===== config.mk =====
export PLATFORM = sky130hd
export DESIGN_NAME = fwin_validator
export DESIGN_NICKNAME = d
export VERILOG_FILES = /design/src/rtl/fwin_pkg.sv /design/src/rtl/fwin_period_ctr.sv /design/src/rtl/fwin_window_cmp.sv /design/src/rtl/fwin_run_ctr.sv /design/src/rtl/fwin_validator.sv
export SDC_FILE = /design/constraint.sdc
export NUM_CORES = 1
export LEC_CHECK = 0
export ABC_AREA = 1
export CAP_MARGIN = 40
export CORE_MARGIN = 2
export CORE_UTILIZATION = 40
export CTS_BUF_LIST = sky130_fd_sc_hd__clkbuf_16
export CTS_CLUSTER_SIZE = 24
export DETAILED_ROUTE_END_ITERATION = 12
export PLACE_DENSITY = 0.63
export SKIP_CTS_REPAIR_TIMING = 1
export SLEW_MARGIN = 5
export SYNTH_ARGS = -nofsm -noshare
export SYNTH_HDL_FRONTEND = slang
export SYNTH_SLANG_ARGS = --single-unit

===== constraint.sdc =====
create_clock -name clk -period 3 [get_ports clk]
set_input_delay 0.45 -clock clk [delete_from_list [all_inputs] [get_ports clk]]
set_output_delay 0.45 -clock clk [all_outputs]
set_load 0.05 [all_outputs]

===== src/rtl/fwin_pkg.sv =====
package fwin_pkg;
   typedef enum logic [1:0] {
      VERD_NONE = 2'd0,
      VERD_IN   = 2'd1,
      VERD_OUT  = 2'd2
   } verdict_t;
endpackage


===== src/rtl/fwin_period_ctr.sv =====
module fwin_period_ctr #(
   parameter int CNT_W = 8
) (
   input  logic             clk,
   input  logic             rst_n,
   input  logic             en,
   input  logic             edge_i,
   input  logic [CNT_W-1:0] lim_max,
   output logic             armed_o,
   output logic [CNT_W:0]   period_o,
   output logic             meas_o
);
   logic           armed_q;
   logic [CNT_W:0] cnt_q;
   logic [CNT_W:0] ceiling;

   generate
      if (CNT_W < 2) begin : g_bad_width
         $error("fwin_period_ctr: CNT_W must be at least 2");
      end
   endgenerate

   assign ceiling = {1'b0, lim_max} + 1'b1;

   always_ff @(posedge clk) begin
      if (!rst_n || !en) begin
         armed_q <= 1'b0;
         cnt_q   <= '0;
      end else if (edge_i) begin
         armed_q <= 1'b1;
         cnt_q   <= {{CNT_W{1'b0}}, 1'b1};
      end else if (armed_q && (cnt_q < ceiling)) begin
         cnt_q   <= cnt_q + 1'b1;
      end
   end

   assign armed_o  = armed_q;
   assign period_o = cnt_q;
   assign meas_o   = en && edge_i && armed_q;

   // between edges the timer never moves backwards (no wrap)
   a_r8_no_wrap: assert property (@(posedge clk) disable iff (!rst_n)
      (en && armed_q && !edge_i) |=> (cnt_q >= $past(cnt_q)));
endmodule


===== src/rtl/fwin_window_cmp.sv =====
module fwin_window_cmp
   import fwin_pkg::*;
#(
   parameter int CNT_W = 8
) (
   input  logic [CNT_W:0]   period_i,
   input  logic [CNT_W-1:0] lim_min,
   input  logic [CNT_W-1:0] lim_max,
   input  logic             meas_i,
   output verdict_t         verdict_o
);
   logic above_min;
   logic below_max;

   assign above_min = period_i >= {1'b0, lim_min};
   assign below_max = period_i <= {1'b0, lim_max};

   always_comb begin
      if (!meas_i)                       verdict_o = VERD_NONE;
      else if (above_min && below_max)   verdict_o = VERD_IN;
      else                               verdict_o = VERD_OUT;
   end
endmodule


===== src/rtl/fwin_run_ctr.sv =====
module fwin_run_ctr
   import fwin_pkg::*;
#(
   parameter int NCYC_W = 4
) (
   input  logic              clk,
   input  logic              rst_n,
   input  logic              en,
   input  verdict_t          verdict_i,
   input  logic [NCYC_W-1:0] need,
   output logic              ok_o,
   output logic              bad_o
);
   logic [NCYC_W:0] run_q;
   logic [NCYC_W:0] need_eff;
   logic [NCYC_W:0] run_inc;
   logic            ok_q;
   logic            bad_q;

   generate
      if (NCYC_W < 1) begin : g_bad_width
         $error("fwin_run_ctr: NCYC_W must be at least 1");
      end
   endgenerate

   assign need_eff = (need == '0) ? {{NCYC_W{1'b0}}, 1'b1} : {1'b0, need};
   assign run_inc  = run_q + 1'b1;

   always_ff @(posedge clk) begin
      if (!rst_n || !en) begin
         run_q <= '0;
         ok_q  <= 1'b0;
         bad_q <= 1'b0;
      end else begin
         case (verdict_i)
            VERD_IN: begin
               if (run_q < need_eff) run_q <= run_inc;
               ok_q  <= (run_inc >= need_eff);
               bad_q <= 1'b0;
            end
            VERD_OUT: begin
               run_q <= '0;
               ok_q  <= 1'b0;
               bad_q <= 1'b1;
            end
            default: bad_q <= 1'b0;
         endcase
      end
   end

   assign ok_o  = ok_q;
   assign bad_o = bad_q;

   // a low enable clears both flags on the next cycle
   a_r2_clear: assert property (@(posedge clk) disable iff (!rst_n)
      !en |=> (!ok_q && !bad_q));
   // an invalid period never coexists with an accepted tone
   a_r5_bad_drops_ok: assert property (@(posedge clk) disable iff (!rst_n)
      bad_q |-> !ok_q);
   // acceptance only follows an in-window verdict
   a_r6_ok_from_in: assert property (@(posedge clk) disable iff (!rst_n)
      $rose(ok_q) |-> $past(verdict_i == VERD_IN));
endmodule


===== src/rtl/fwin_validator.sv =====
module fwin_validator
   import fwin_pkg::*;
#(
   parameter int CNT_W  = 8,
   parameter int NCYC_W = 4
) (
   input  logic              clk,
   input  logic              rst_n,
   input  logic              en,
   input  logic              edge_pulse,
   input  logic [CNT_W-1:0]  lim_min,
   input  logic [CNT_W-1:0]  lim_max,
   input  logic [NCYC_W-1:0] need_cycles,
   output logic              tone_ok,
   output logic              bad_period
);
   logic           armed;
   logic [CNT_W:0] period;
   logic           meas;
   verdict_t       verdict;

   fwin_period_ctr #(.CNT_W(CNT_W)) u_period (
      .clk      (clk),
      .rst_n    (rst_n),
      .en       (en),
      .edge_i   (edge_pulse),
      .lim_max  (lim_max),
      .armed_o  (armed),
      .period_o (period),
      .meas_o   (meas)
   );

   fwin_window_cmp #(.CNT_W(CNT_W)) u_window (
      .period_i  (period),
      .lim_min   (lim_min),
      .lim_max   (lim_max),
      .meas_i    (meas),
      .verdict_o (verdict)
   );

   fwin_run_ctr #(.NCYC_W(NCYC_W)) u_run (
      .clk       (clk),
      .rst_n     (rst_n),
      .en        (en),
      .verdict_i (verdict),
      .need      (need_cycles),
      .ok_o      (tone_ok),
      .bad_o     (bad_period)
   );

   // the arming edge yields no verdict
   a_r3_first_edge_silent: assert property (@(posedge clk) disable iff (!rst_n)
      (en && edge_pulse && !armed) |=> (!tone_ok && !bad_period));
   // an invalid flag always traces back to a sampled edge
   a_r5_bad_after_edge: assert property (@(posedge clk) disable iff (!rst_n)
      $rose(bad_period) |-> $past(en && edge_pulse));
endmodule


==> impl_metrics.py <==
metrics = {
    "clocking": {
        "cts_root_buf": "clkbuf_16",
        "cts.sink_count": 17,
        "tritoncts": "done",
        "clk_latency_ns": 0.25,
        "cts.path.max_buffers": 2,
        "cts_inserted_buffers": 3,
        "htree_levels": 1,
        "path_clk_slew_ns": 0.05,
    },
    "setup_path": {
        "reg2reg_from": "u_period.period_o[4]",
        "required_ns": 3.14,
        "worstPathArrival_ns": 2.80,
        "rr_endpoint": "u_run.run_q[3]",
        "ff2ff_path_depth": 11,
        "cp-end-kind": "flip-flop",
        "critPathLaunchType": "input port",
        "crit_path_start": "lim_max[0]",
        "rrSetupSlack_ns": 1.12,
        "critPathKind": "in2reg",
        "cp_max_fo": 12,
    },
    "run_status": {
        "status": "finished, final reports clean",
    },
    "sta": {
        "fin_ws_ns": 0.3338,
        "slew_headroom_pct": 67.30,
        "fin_crit_sh_pct": 88.87,
        "hold_viol": 0,
        "fin_skew_ns": 0.001495,
        "tns_ns": 0,
        "report.final.slew_viol_count": 0,
        "timing.fmax_ghz": 0.3751,
        "worst_slew_pin_slew_ns": 0.4889,
        "finalSetupViolCount": 0,
        "rsz0062_at_grt": "false",
        "min_period_ns": 2.666,
    },
    "die": {
        "start_util_pct": 40.96,
        "fp.dieH_um": 73.32,
        "row_count": 25,
        "core_mm2": 0.004692,
        "fp.dieArea_mm2": 0.005375,
        "die_width_um": 73.32,
        "boundaryPins": 26,
    },
    "place": {
        "place.gp.congestion": 0.8325,
        "dp.final_hpwl_mm": 3.360,
        "dp.cells": 349,
        "place_ws_ns": -0.02925,
        "io_buffers": 25,
        "placement.cell_area_mm2": 0.002238,
    },
    "global_routing": {
        "grt_max_degree": 13,
        "antenna_found_initial": 0,
        "grt_pass1_vias": 1654,
        "grt_usage_pct": 16.86,
        "grt_pass1_wl_mm": 7.203,
        "overflow": 0,
    },
    "run": {
        "cap_violations": 0,
    },
    "yosys": {
        "yosysUniqueCellTypes": 34,
        "ys_seq_area_share_pct": 17.71,
        "synth_cells": 270,
        "netlist_top_cells_area": "ha_1 23%, dfxtp_1 18%, nand2_1 11%",
        "syn_area_per_cell_um2": 7.118,
        "synth_top_area_share_pct": 23.44,
        "syn_area_mm2": 0.001922,
        "synth_top_cell_by_area": "ha_1",
        "synth-seq-cells": 17,
        "yosys_warnings": 0,
        "synth.net_count": 330,
    },
    "detailed_routing": {
        "drt_iter0_drc": 48,
        "antenna_left": 0,
        "wl_per_cell_um": 11.54,
        "dr.pass1.iters": 4,
        "route.vias.total": 1706,
        "drcViolationCount": 0,
        "routed_wl_mm": 4.073,
        "via_per_inst": 4.833,
    },
    "layout": {
        "seqCellArea_um2": 340.3,
        "syn2layout_area_growth_pct": 21.22,
        "drive_above_1_share_pct": 10.37,
        "nets": 360,
        "layoutNonFillerInstCount": 353,
        "multiInputGateArea_mm2": 0.001414,
        "fin_area_mm2": 0.002330,
        "fillCellCount": 491,
        "antenna_cells": 0,
    },
    "worst_hold_path": {
        "whs_path_depth": 2,
        "hold_class": "reg2reg",
        "min_delay_worst_endpoint": "u_run.ok_o",
        "hold_start": "u_run.ok_o",
    },
    "pwr": {
        "powerDensity_mw_per_mm2": 264.7,
        "p_leak_nw": 1.136,
        "total_power_mw": 0.6166,
        "vdd_ir_drop_max_v": 0.0001742,
    },
}
[critical path: stages]
cell and delay, ns:
clkdlybuf4s50_1 0.51, inv_1 0.08, nor3_2 0.23, nand3_1 0.15, nor3_2 0.16, xor2_1 0.17, ha_1 0.25, nand2_1 0.13
o21ai_1 0.13, a21oi_4 0.16, nand3_4 0.16, o21ai_1 0.17, a21oi_1 0.05
[where the power goes]
part	switching (mW)	internal [mW]	total, mW	leakage (nW)
Clock	0.0880	0.177	0.265	0.0423
Combinational	0.0594	0.0590	0.118	0.956
Sequential	0.00452	0.229	0.233	0.137
[stage by stage]
stage / hold WS, ns / utilization [%]
2_1_floorplan: 0.4775 / -
3_5_place_dp: 0.4684 / 47.71
5_1_grt: 0.5036 / 49.65
4_1_cts: 0.4788 / 49.39
6_report: 0.4778 / 49.65
3_3_place_gp: 0.4720 / 47.71
[metal layers]
metal / GRT usage (%) / vias to the layer above / share of wire [%]
met4: 2.424 / 0 / 0.61
met5: 0 / - / 0
li1: - / 948 / -
met1: 22.18 / 733 / 49
met3: 2.469 / 5 / 2.2
met2: 29.83 / 20 / 49
[cell families after synthesis]
kind of cell	count (synthesis)	share of synthesized area [%]
AND/OR/NAND/NOR	127	33.01
buffers and inverters	45	9.375
adder cells (fa/ha/maj)	36	23.44
AO/OA/AOI/OAI	30	9.636
flip-flops	17	17.71
XOR/XNOR	15	6.836
[cells in the mapped netlist]
library cell,count
nor2_1,18
a21oi_1,16
nand3_2,2
nand3_1,20
nand2_2,3
nand2_4,2
or2_0,1
nor3_2,1
nand4_1,10
dfxtp_1,17
or2_1,1
a21oi_4,1
o21ai_1,4
buf_6,1
nor2_2,5
nor2_4,1
nor3_1,2
nand3b_1,3
o21a_1,1
a31o_2,1
and3_1,1
xnor2_1,4
inv_4,1
a21oi_2,4
xor2_1,11
inv_2,2
ha_1,36
buf_2,1
nand2_1,55
nand4_4,1
a21boi_0,1
nand3b_2,1
inv_1,40
o21ai_0,2
[cell type report]
type | instances | share of cell area [%]
Multi-Input combinational cell | 208 | 60.69
Sequential cell | 17 | 14.61
Timing Repair Buffer | 27 | 11.39
Inverter | 43 | 7.035
Clock buffer | 3 | 3.222
Tap cell | 54 | 2.900
Clock inverter | 1 | 0.1611
[worst max-delay path by stage]
stage / to / cells past startpoint
after floorplan: u_period.period_o[3] / 13
after global placement: u_period.period_o[3] / 13
after detailed placement: u_period.period_o[1] / 13
after CTS: u_period.period_o[1] / 13
after global routing: u_period.period_o[3] / 13
final: u_period.period_o[1] / 13
[sequential cells by signal (all words and copies together) (netlist names)]
signal             count
u_period.armed_o       1
u_period.period_o      9
u_run.bad_o            1
u_run.ok_o             1
u_run.run_q            5
[layout by cell type, fill, tap and decap left out, drive strengths merged]
master | netlist | final
nand3 | 22 | 22
and3 | 1 | 1
dfxtp | 17 | 17
o21ai | 6 | 6
or2 | 2 | 2
clkbuf | 0 | 3
clkdlybuf4s50 | 0 | 25
ha | 36 | 36
nor2 | 24 | 24
xor2 | 11 | 11
a31o | 1 | 1
nand3b | 4 | 4
a21boi | 1 | 1
inv | 43 | 44
xnor2 | 4 | 4
o21a | 1 | 1
nand2 | 60 | 60
buf | 2 | 2
a21oi | 21 | 21
nand4 | 11 | 11
nor3 | 3 | 3
Note: power is estimated with default switching activity, not from simulation.
